--- src/rtl/seg_xlate_pkg.sv ---
package seg_xlate_pkg;

  // Register select codes on the configuration port
  typedef enum logic [1:0] {
    SEL_CODE_BASE  = 2'd0,
    SEL_CODE_LIMIT = 2'd1,
    SEL_DATA_BASE  = 2'd2,
    SEL_DATA_LIMIT = 2'd3
  } seg_sel_e;

  localparam int NUM_SEG_REGS = 4;
  localparam int NUM_PORTS    = 2;

  // Port indices inside the translator array
  localparam int PORT_FETCH = 0;
  localparam int PORT_DATA  = 1;

endpackage

--- src/rtl/seg_regfile.sv ---
module seg_regfile
  import seg_xlate_pkg::*;
#(
  parameter int PW = 20
) (
  input  logic          clk,
  input  logic          rst_n,
  input  logic          supervisor,
  input  logic          cfg_we,
  input  logic [1:0]    cfg_sel,
  input  logic [PW-1:0] cfg_wdata,
  output logic [PW-1:0] code_base,
  output logic [PW-1:0] code_limit,
  output logic [PW-1:0] data_base,
  output logic [PW-1:0] data_limit,
  output logic          priv_err
);

  localparam int FLAT_W = NUM_SEG_REGS * PW;

  // Named events for the checks
  logic wr_accept;
  logic wr_reject;
  assign wr_accept = cfg_we &&  supervisor;
  assign wr_reject = cfg_we && !supervisor;

  logic [PW-1:0] seg_reg [NUM_SEG_REGS];

  for (genvar i = 0; i < NUM_SEG_REGS; i++) begin : g_reg
    logic hit;
    assign hit = wr_accept && (cfg_sel == 2'(i));
    always_ff @(posedge clk) begin
      if (!rst_n)   seg_reg[i] <= '0;
      else if (hit) seg_reg[i] <= cfg_wdata;
    end
  end

  always_ff @(posedge clk) begin
    if (!rst_n)         priv_err <= 1'b0;
    else if (wr_reject) priv_err <= 1'b1;
  end

  assign code_base  = seg_reg[SEL_CODE_BASE];
  assign code_limit = seg_reg[SEL_CODE_LIMIT];
  assign data_base  = seg_reg[SEL_DATA_BASE];
  assign data_limit = seg_reg[SEL_DATA_LIMIT];

  logic [FLAT_W-1:0] regs_flat;
  assign regs_flat = {seg_reg[3], seg_reg[2], seg_reg[1], seg_reg[0]};

  // a rejected write leaves every register untouched
  p_reject_keeps_regs_r8: assert property (@(posedge clk) disable iff (!rst_n)
    wr_reject |=> $stable(regs_flat));

  // a rejected write raises the privilege error
  p_reject_flags_r8: assert property (@(posedge clk) disable iff (!rst_n)
    wr_reject |=> priv_err);

  // privilege error is sticky
  p_priv_sticky_r9: assert property (@(posedge clk) disable iff (!rst_n)
    priv_err |=> priv_err);

  // with no write strobe nothing changes
  p_no_write_stable_r7: assert property (@(posedge clk) disable iff (!rst_n)
    !cfg_we |=> $stable(regs_flat));

endmodule

--- src/rtl/seg_xlate_unit.sv ---
module seg_xlate_unit #(
  parameter int AW = 16,
  parameter int PW = 20
) (
  input  logic          clk,
  input  logic          rst_n,
  input  logic          req,
  input  logic [AW-1:0] ea,
  input  logic [PW-1:0] base,
  input  logic [PW-1:0] limit,
  output logic          rsp_valid,
  output logic [PW-1:0] paddr,
  output logic          fault
);

  function automatic logic [PW-1:0] widen(input logic [AW-1:0] a);
    return PW'(a);
  endfunction

  function automatic logic [PW-1:0] relocate(input logic [PW-1:0] b,
                                             input logic [AW-1:0] a);
    return b + widen(a);
  endfunction

  function automatic logic outside(input logic [PW-1:0] lim,
                                   input logic [AW-1:0] a);
    return widen(a) >= lim;
  endfunction

  // Named internal events
  logic          viol_now;
  logic [PW-1:0] sum_now;
  assign viol_now = req && outside(limit, ea);
  assign sum_now  = relocate(base, ea);

  always_ff @(posedge clk) begin
    if (!rst_n) begin
      rsp_valid <= 1'b0;
      paddr     <= '0;
      fault     <= 1'b0;
    end else begin
      rsp_valid <= req;
      fault     <= viol_now;
      paddr     <= (req && !viol_now) ? sum_now : '0;
    end
  end

  // a response follows every request by one cycle
  p_rsp_follows_req_r2: assert property (@(posedge clk) disable iff (!rst_n)
    req |=> rsp_valid);

  // no response without a request
  p_no_spurious_rsp_r2: assert property (@(posedge clk) disable iff (!rst_n)
    !req |=> !rsp_valid);

  // quiet outputs when idle
  p_idle_quiet_r2: assert property (@(posedge clk) disable iff (!rst_n)
    !rsp_valid |-> (!fault && paddr == '0));

  // a fault always carries a zero address
  p_fault_zero_addr_r4: assert property (@(posedge clk) disable iff (!rst_n)
    fault |-> (paddr == '0));

  // a zero length rejects every address
  p_zero_limit_faults_r10: assert property (@(posedge clk) disable iff (!rst_n)
    (req && limit == '0) |=> fault);

endmodule

--- src/rtl/seg_xlate.sv ---
module seg_xlate
  import seg_xlate_pkg::*;
#(
  parameter int AW = 16,
  parameter int PW = 20
) (
  input  logic          clk,
  input  logic          rst_n,
  input  logic          supervisor,
  input  logic          cfg_we,
  input  logic [1:0]    cfg_sel,
  input  logic [PW-1:0] cfg_wdata,
  input  logic          fetch_req,
  input  logic [AW-1:0] fetch_ea,
  input  logic          data_req,
  input  logic [AW-1:0] data_ea,
  output logic          fetch_rsp_valid,
  output logic [PW-1:0] fetch_paddr,
  output logic          fetch_fault,
  output logic          data_rsp_valid,
  output logic [PW-1:0] data_paddr,
  output logic          data_fault,
  output logic          priv_err
);

  logic [PW-1:0] code_base, code_limit, data_base, data_limit;

  seg_regfile #(.PW(PW)) u_regs (
    .clk        (clk),
    .rst_n      (rst_n),
    .supervisor (supervisor),
    .cfg_we     (cfg_we),
    .cfg_sel    (cfg_sel),
    .cfg_wdata  (cfg_wdata),
    .code_base  (code_base),
    .code_limit (code_limit),
    .data_base  (data_base),
    .data_limit (data_limit),
    .priv_err   (priv_err)
  );

  // Per-port bundles, index 0 fetch, index 1 data
  logic          p_req   [NUM_PORTS];
  logic [AW-1:0] p_ea    [NUM_PORTS];
  logic [PW-1:0] p_base  [NUM_PORTS];
  logic [PW-1:0] p_limit [NUM_PORTS];
  logic          p_vld   [NUM_PORTS];
  logic [PW-1:0] p_pa    [NUM_PORTS];
  logic          p_flt   [NUM_PORTS];

  assign p_req[PORT_FETCH]   = fetch_req;
  assign p_ea[PORT_FETCH]    = fetch_ea;
  assign p_base[PORT_FETCH]  = code_base;
  assign p_limit[PORT_FETCH] = code_limit;
  assign p_req[PORT_DATA]    = data_req;
  assign p_ea[PORT_DATA]     = data_ea;
  assign p_base[PORT_DATA]   = data_base;
  assign p_limit[PORT_DATA]  = data_limit;

  for (genvar g = 0; g < NUM_PORTS; g++) begin : g_port
    seg_xlate_unit #(.AW(AW), .PW(PW)) u_unit (
      .clk       (clk),
      .rst_n     (rst_n),
      .req       (p_req[g]),
      .ea        (p_ea[g]),
      .base      (p_base[g]),
      .limit     (p_limit[g]),
      .rsp_valid (p_vld[g]),
      .paddr     (p_pa[g]),
      .fault     (p_flt[g])
    );
  end

  assign fetch_rsp_valid = p_vld[PORT_FETCH];
  assign fetch_paddr     = p_pa[PORT_FETCH];
  assign fetch_fault     = p_flt[PORT_FETCH];
  assign data_rsp_valid  = p_vld[PORT_DATA];
  assign data_paddr      = p_pa[PORT_DATA];
  assign data_fault      = p_flt[PORT_DATA];

  // ports are independent; a response on one needs a request on that one
  p_fetch_own_req_r5: assert property (@(posedge clk) disable iff (!rst_n)
    (!fetch_req && data_req) |=> !fetch_rsp_valid);
  p_data_own_req_r6: assert property (@(posedge clk) disable iff (!rst_n)
    (!data_req && fetch_req) |=> !data_rsp_valid);

endmodule

--- config.mk ---
export PLATFORM = sky130hd
export DESIGN_NAME = seg_xlate
export DESIGN_NICKNAME = d
export VERILOG_FILES = /design/src/rtl/seg_xlate_pkg.sv /design/src/rtl/seg_regfile.sv /design/src/rtl/seg_xlate_unit.sv /design/src/rtl/seg_xlate.sv
export SDC_FILE = /design/constraint.sdc
export NUM_CORES = 1
export LEC_CHECK = 0
export ABC_AREA = 1
export BUFFER_PORTS_ARGS = -buffer_cell sky130_fd_sc_hd__buf_4
export CORE_AREA = 3 3 134 104
export DETAILED_ROUTE_END_ITERATION = 12
export DIE_AREA = 0 0 137 107
export HOLD_SLACK_MARGIN = 0.03
export PLACE_DENSITY_LB_ADDON = 0.15
export SLEW_MARGIN = 10
export SYNTH_ARGS = -nofsm -noshare
export SYNTH_HDL_FRONTEND = slang
export SYNTH_SLANG_ARGS = --single-unit
--- constraint.sdc ---
create_clock -name clk -period 6.5 [get_ports clk]
set_input_delay 1.3 -clock clk [delete_from_list [all_inputs] [get_ports clk]]
set_output_delay 1.3 -clock clk [all_outputs]
set_load 0.01 [all_outputs]
# Yosys cells after proc, flatten, opt, wreduce, memory -nomap -nowiden
# Memories as Yosys holds them, arrays and structs flattened.
# Index checks and enable logic that the tools add are counted.
# totals
out_inout_bits,45
mem_bits_ro,0
n_memories,1
wordCells,52
regBits,45
in_bits,60
latch_bits,0
ram_bits,80
# classes
mux,17
multipliers,0
n_shift,0
n_lt_le_gt_ge,2
n_eq_ne,3
div,0
bitwise_logic,4
reduce_logical,16
n_addsub,2
# mem_list
name,depth,word_bits,rd,rd_ports_with_merged_regs,wr,line,source
u_regs.seg_reg,4,20,4,0,4,seg_regfile.sv:27,logic [PW-1:0] seg_reg [NUM_SEG_REGS];
# ops
op,n
20-bit 2-to-1 mux,4
20-bit by 16-bit adder with 20-bit output,2
16-bit by 20-bit >= comparator with 1-bit output,2
1-bit 2-to-1 mux,13
1-bit logical AND,10
"2-bit == test, second input constant",2
1-bit bitwise OR,4
2-bit AND reduction,2
1-bit zero test,3
"2-bit by 1-bit == test with 1-bit output, second input constant",1
2-bit zero test,1

# Longest topological paths before layout
# logic_depth
word_depth,6
mapped_depth,14
mapped_depth_nobuf,13

# Hierarchy
# From an unflattened synthesis, not the netlist that was laid out.
# hier_totals
cells_unflattened,927
hier_area_um2,7439.6
# by_module_without_submodules
mod,area_per_inst_um2,seq_area_each_um2,cells_per_inst,n_inst
seg_xlate_unit,2215.9,440.4,357,2
seg_regfile,3007.9,2422.3,213,1

# Least setup slack after synthesis
# Ideal clock, no wire load.
# synth_timing
kind,input to register
start,input cfg_we
end,memory u_regs.seg_reg[0][0] (enable)
setup_time_ns,0.428
required_ns,6.072
stages,2
n_path_buf,0
arrival_time_ns,2.970
setup_slack_ns,3.101
path_cell_list,nand2_1 o31ai_1
# synth_rtl
element,line,source
from (decl),seg_xlate.sv:10,"input logic cfg_we,"
to (decl),seg_regfile.sv:27,

# Worst setup path in the final report
# layout_timing
start,input data_ea[15]
end,register g_port[1].u_unit.paddr[14]
# layout_via
elab_chain_len,5
# layout_rtl
element,line,source
from (decl),seg_xlate.sv:16,"input logic [AW-1:0] data_ea,"
16-bit by 20-bit >= comparator with 1-bit output,seg_xlate_unit.sv:27,return widen(a) >= lim;
1-bit logical AND,seg_xlate_unit.sv:33,"assign viol_now = req && outside(limit, ea);"
1-bit zero test,seg_xlate_unit.sv:44,paddr <= (req && !viol_now) ? sum_now : '0;
1-bit logical AND,seg_xlate_unit.sv:44,
2-bit AND reduction (no line),--,
to (signal assigned),seg_xlate_unit.sv:44,
to (decl),seg_xlate_unit.sv:12,"output logic [PW-1:0] paddr,"
# Every way passes these cells.
# A chain may end at the register's enable or synchronous reset.

==> flow_summary.toml <==
[status]
status = "finished, final reports clean"

[worst_setup_path]
worstPathRequired_ps = 6830
cpMostUsedCell = "nand3_1"
r2r_start = "u_regs.seg_reg[3][15]$_SDFFCE_PN0P_"
start_kind = "primary input"
path_class = "primary input to flop"
critPathMaxFanout = 20
r2r_cells = 8
critPathMaxStageDelay_ps = 640
worstPathCellList = "buf_4, ha_1, a21o_1, nor2_1, nand3_1, nand2_1, nand3_1, a21oi_1"
critPathTopFamily = "simple AND/OR/NAND/NOR gates"
cp.arrival_ps = 3270
startpoint = "data_ea[15]"
path_buf_inv = 1
rrSetupSlack_ps = 4210
crit_path_end_kind = "flop"
crit_path_top_delay_cell = "nand3_1"
r2r-end = "g_port[1].u_unit.paddr[14]$_SDFF_PN0_"

[synth]
syn-num-nets = 1027
synth.yosys.seq_area_share = 0.452
ys_ff_latch = 125
ys_top_cells_by_area = "edfxtp_1 (33%), dfxtp_1 (12%), ha_1 (11%)"
yosysTopAreaCell = "edfxtp_1"
synthSimpleGateAreaFrac = 0.262
ys.warnings.count = 0
synth-xor-area-share = 0.0204
avgSynthCellArea_um2 = 8.12
synth_cell_type_count = 37
synth_top_family_by_area = "simple AND/OR/NAND/NOR gates"
syn_inst = 901
synth_fa_ha_area_frac = 0.115
yosysTopAreaCellShare = 0.328
synth.area.mux_share = 0
synth-compound-area-share = 0.0570
synth_area_mm2 = 0.00731

[clock_network]
insertion_delay_ps = 420
clock_path_buffers = 2
cts_buffers = 17
postCtsSetupRepairBufs = 0
cts-root-buf = "clkbuf_16"
post_cts_resized = 0
htree_levels = 4
clkSinkCount = 125
clk_pin_slew_ps = 50
ctsHoldBuffers = 0
tritoncts = "built"

[layout]
fin_nets = 1141
utilization = 0.696
layout_common_cells = "nand2_1 (203), inv_1 (164), nor2_1 (142)"
syn2layout_area_growth_pct = 21.7
largest_reg_flops = 80
final_common_cell = "nand2_1"
final_area_mm2 = 0.00890
diodes = 0
drive_gt1_frac = 0.181

[power_and_ir_drop]
p_leak_uw = 0.00457
power_uw = 2360
max-vdd-ir-drop_v = 0.000199
p_per_area_mw_per_mm2 = 265

[floorplanning]
ioPinCount = 105
initial_core_util = 0.572
die_area_mm2 = 0.0147
coreArea_mm2 = 0.0128
fp.dieH_um = 107
placementRows = 36
die_w_um = 137

[detailed_routing]
vias = 6073
drtPass1Iterations = 5
postRouteAntennaNets = 0
wire_per_inst_um = 14.6
drt-total-wl_mm = 17.5
via_per_inst = 5.07
drc = 0
drt_iter0_drc = 471

[place]
io_buffer_count = 104
dp_hpwl_mm = 13.3
place_area_mm2 = 0.00829
gp_congestion = 0.915
dp_worst_setup_slack_ps = 3140

[grt]
antenna_found_initial = 0
gr-total-overflow = 0
grt_first_pass_wirelength_mm = 27.9
grt_pass1_vias = 5524
grt_max_degree = 21
grtUsageTotal = 0.250

[timing]
period_needed_ps = 2940
fmax_mhz = 340
hold_violations = 0
skew_ps = 6.06
fin_tns_setup_ps = 0
finalSetupViolCount = 0
postLayoutSetupSlackWorst_ps = 3560
slew_headroom = 0.365
fin_crit_sh = 0.453
slew_viol_final = 0
tightest_slew_ps = 950
rsz0062_at_grt = "no"

[hold_path]
hp-class = "flop to flop"
min_path_cells = 1
hold_end = "u_regs.priv_err$_SDFFE_PN0P_"
hold_start = "u_regs.priv_err$_SDFFE_PN0P_"

[run]
drv_cap = 0
## through the flow
step	instances	hold slack, ps
floorplan	901	509
global placement	1167	522
detailed placement	1167	528
CTS	1199	550
global route	1199	586
finish	1199	555
## report_power, final
group,total (uW),switching [uW],internal (uW)
registers,919,19.4,900
logic,432,266,166
clock network,1010,332,675
total,2360,617,1740
## metal layers
| metal | wire [um] | vias up | global-route usage |
|---|---|---|---|
| met5 | 0 | - | 0 |
| met2 | 7400 | 213 | 0.350 |
| met3 | 1420 | 21 | 0.0600 |
| met1 | 8540 | 2743 | 0.386 |
| li1 | - | 3096 | - |
| met4 | 178 | 0 | 0.0670 |
## worst max-delay path by stage
stage	end	depth (start not counted)	slack, ps
after floorplan	u_regs.seg_reg[0][0]$_SDFFCE_PN0P_	2	3100
after global placement	g_port[1].u_unit.paddr[14]$_SDFF_PN0_	8	3170
after detailed placement	g_port[1].u_unit.paddr[11]$_SDFF_PN0_	8	3140
after CTS	g_port[1].u_unit.paddr[11]$_SDFF_PN0_	8	3580
after global routing	g_port[0].u_unit.paddr[16]$_SDFF_PN0_	14	3290
final	g_port[1].u_unit.paddr[14]$_SDFF_PN0_	8	3560
## synthesized netlist by cell type (all sizes together)
| cell | instances |
|---|---|
| xor2 | 15 |
| nand4 | 7 |
| nand3 | 51 |
| fa | 2 |
| inv | 165 |
| dfxtp | 45 |
| o21ai | 6 |
| edfxtp | 80 |
| ha | 64 |
| o31ai | 4 |
| nor3 | 6 |
| and2 | 4 |
| nor4 | 2 |
| xnor2 | 2 |
| o21bai | 2 |
| a21oi | 54 |
| buf | 5 |
| o21a | 1 |
| nand2 | 218 |
| clkbuf | 8 |
| nor2 | 152 |
| nand3b | 2 |
| a21o | 3 |
| or2 | 3 |
## cell type report
| class | count | area, um2 |
|---|---|---|
| fillers | 1135 | 3890 |
| multi-input cells | 598 | 3340 |
| flip-flops and latches | 125 | 3300 |
| repair buffers | 108 | 811 |
| inverters | 165 | 619 |
| clock buffers | 23 | 448 |
| well taps | 171 | 214 |
| clock inverters | 9 | 166 |
## kinds of logic after synthesis
kind of cell,Yosys count
AO/OA/AOI/OAI,70
adder cells (fa/ha/maj),66
flip-flops,125
AND/OR/NAND/NOR,445
XOR/XNOR,17
buffers and inverters,178
Power figures use the tool's default switching activity.
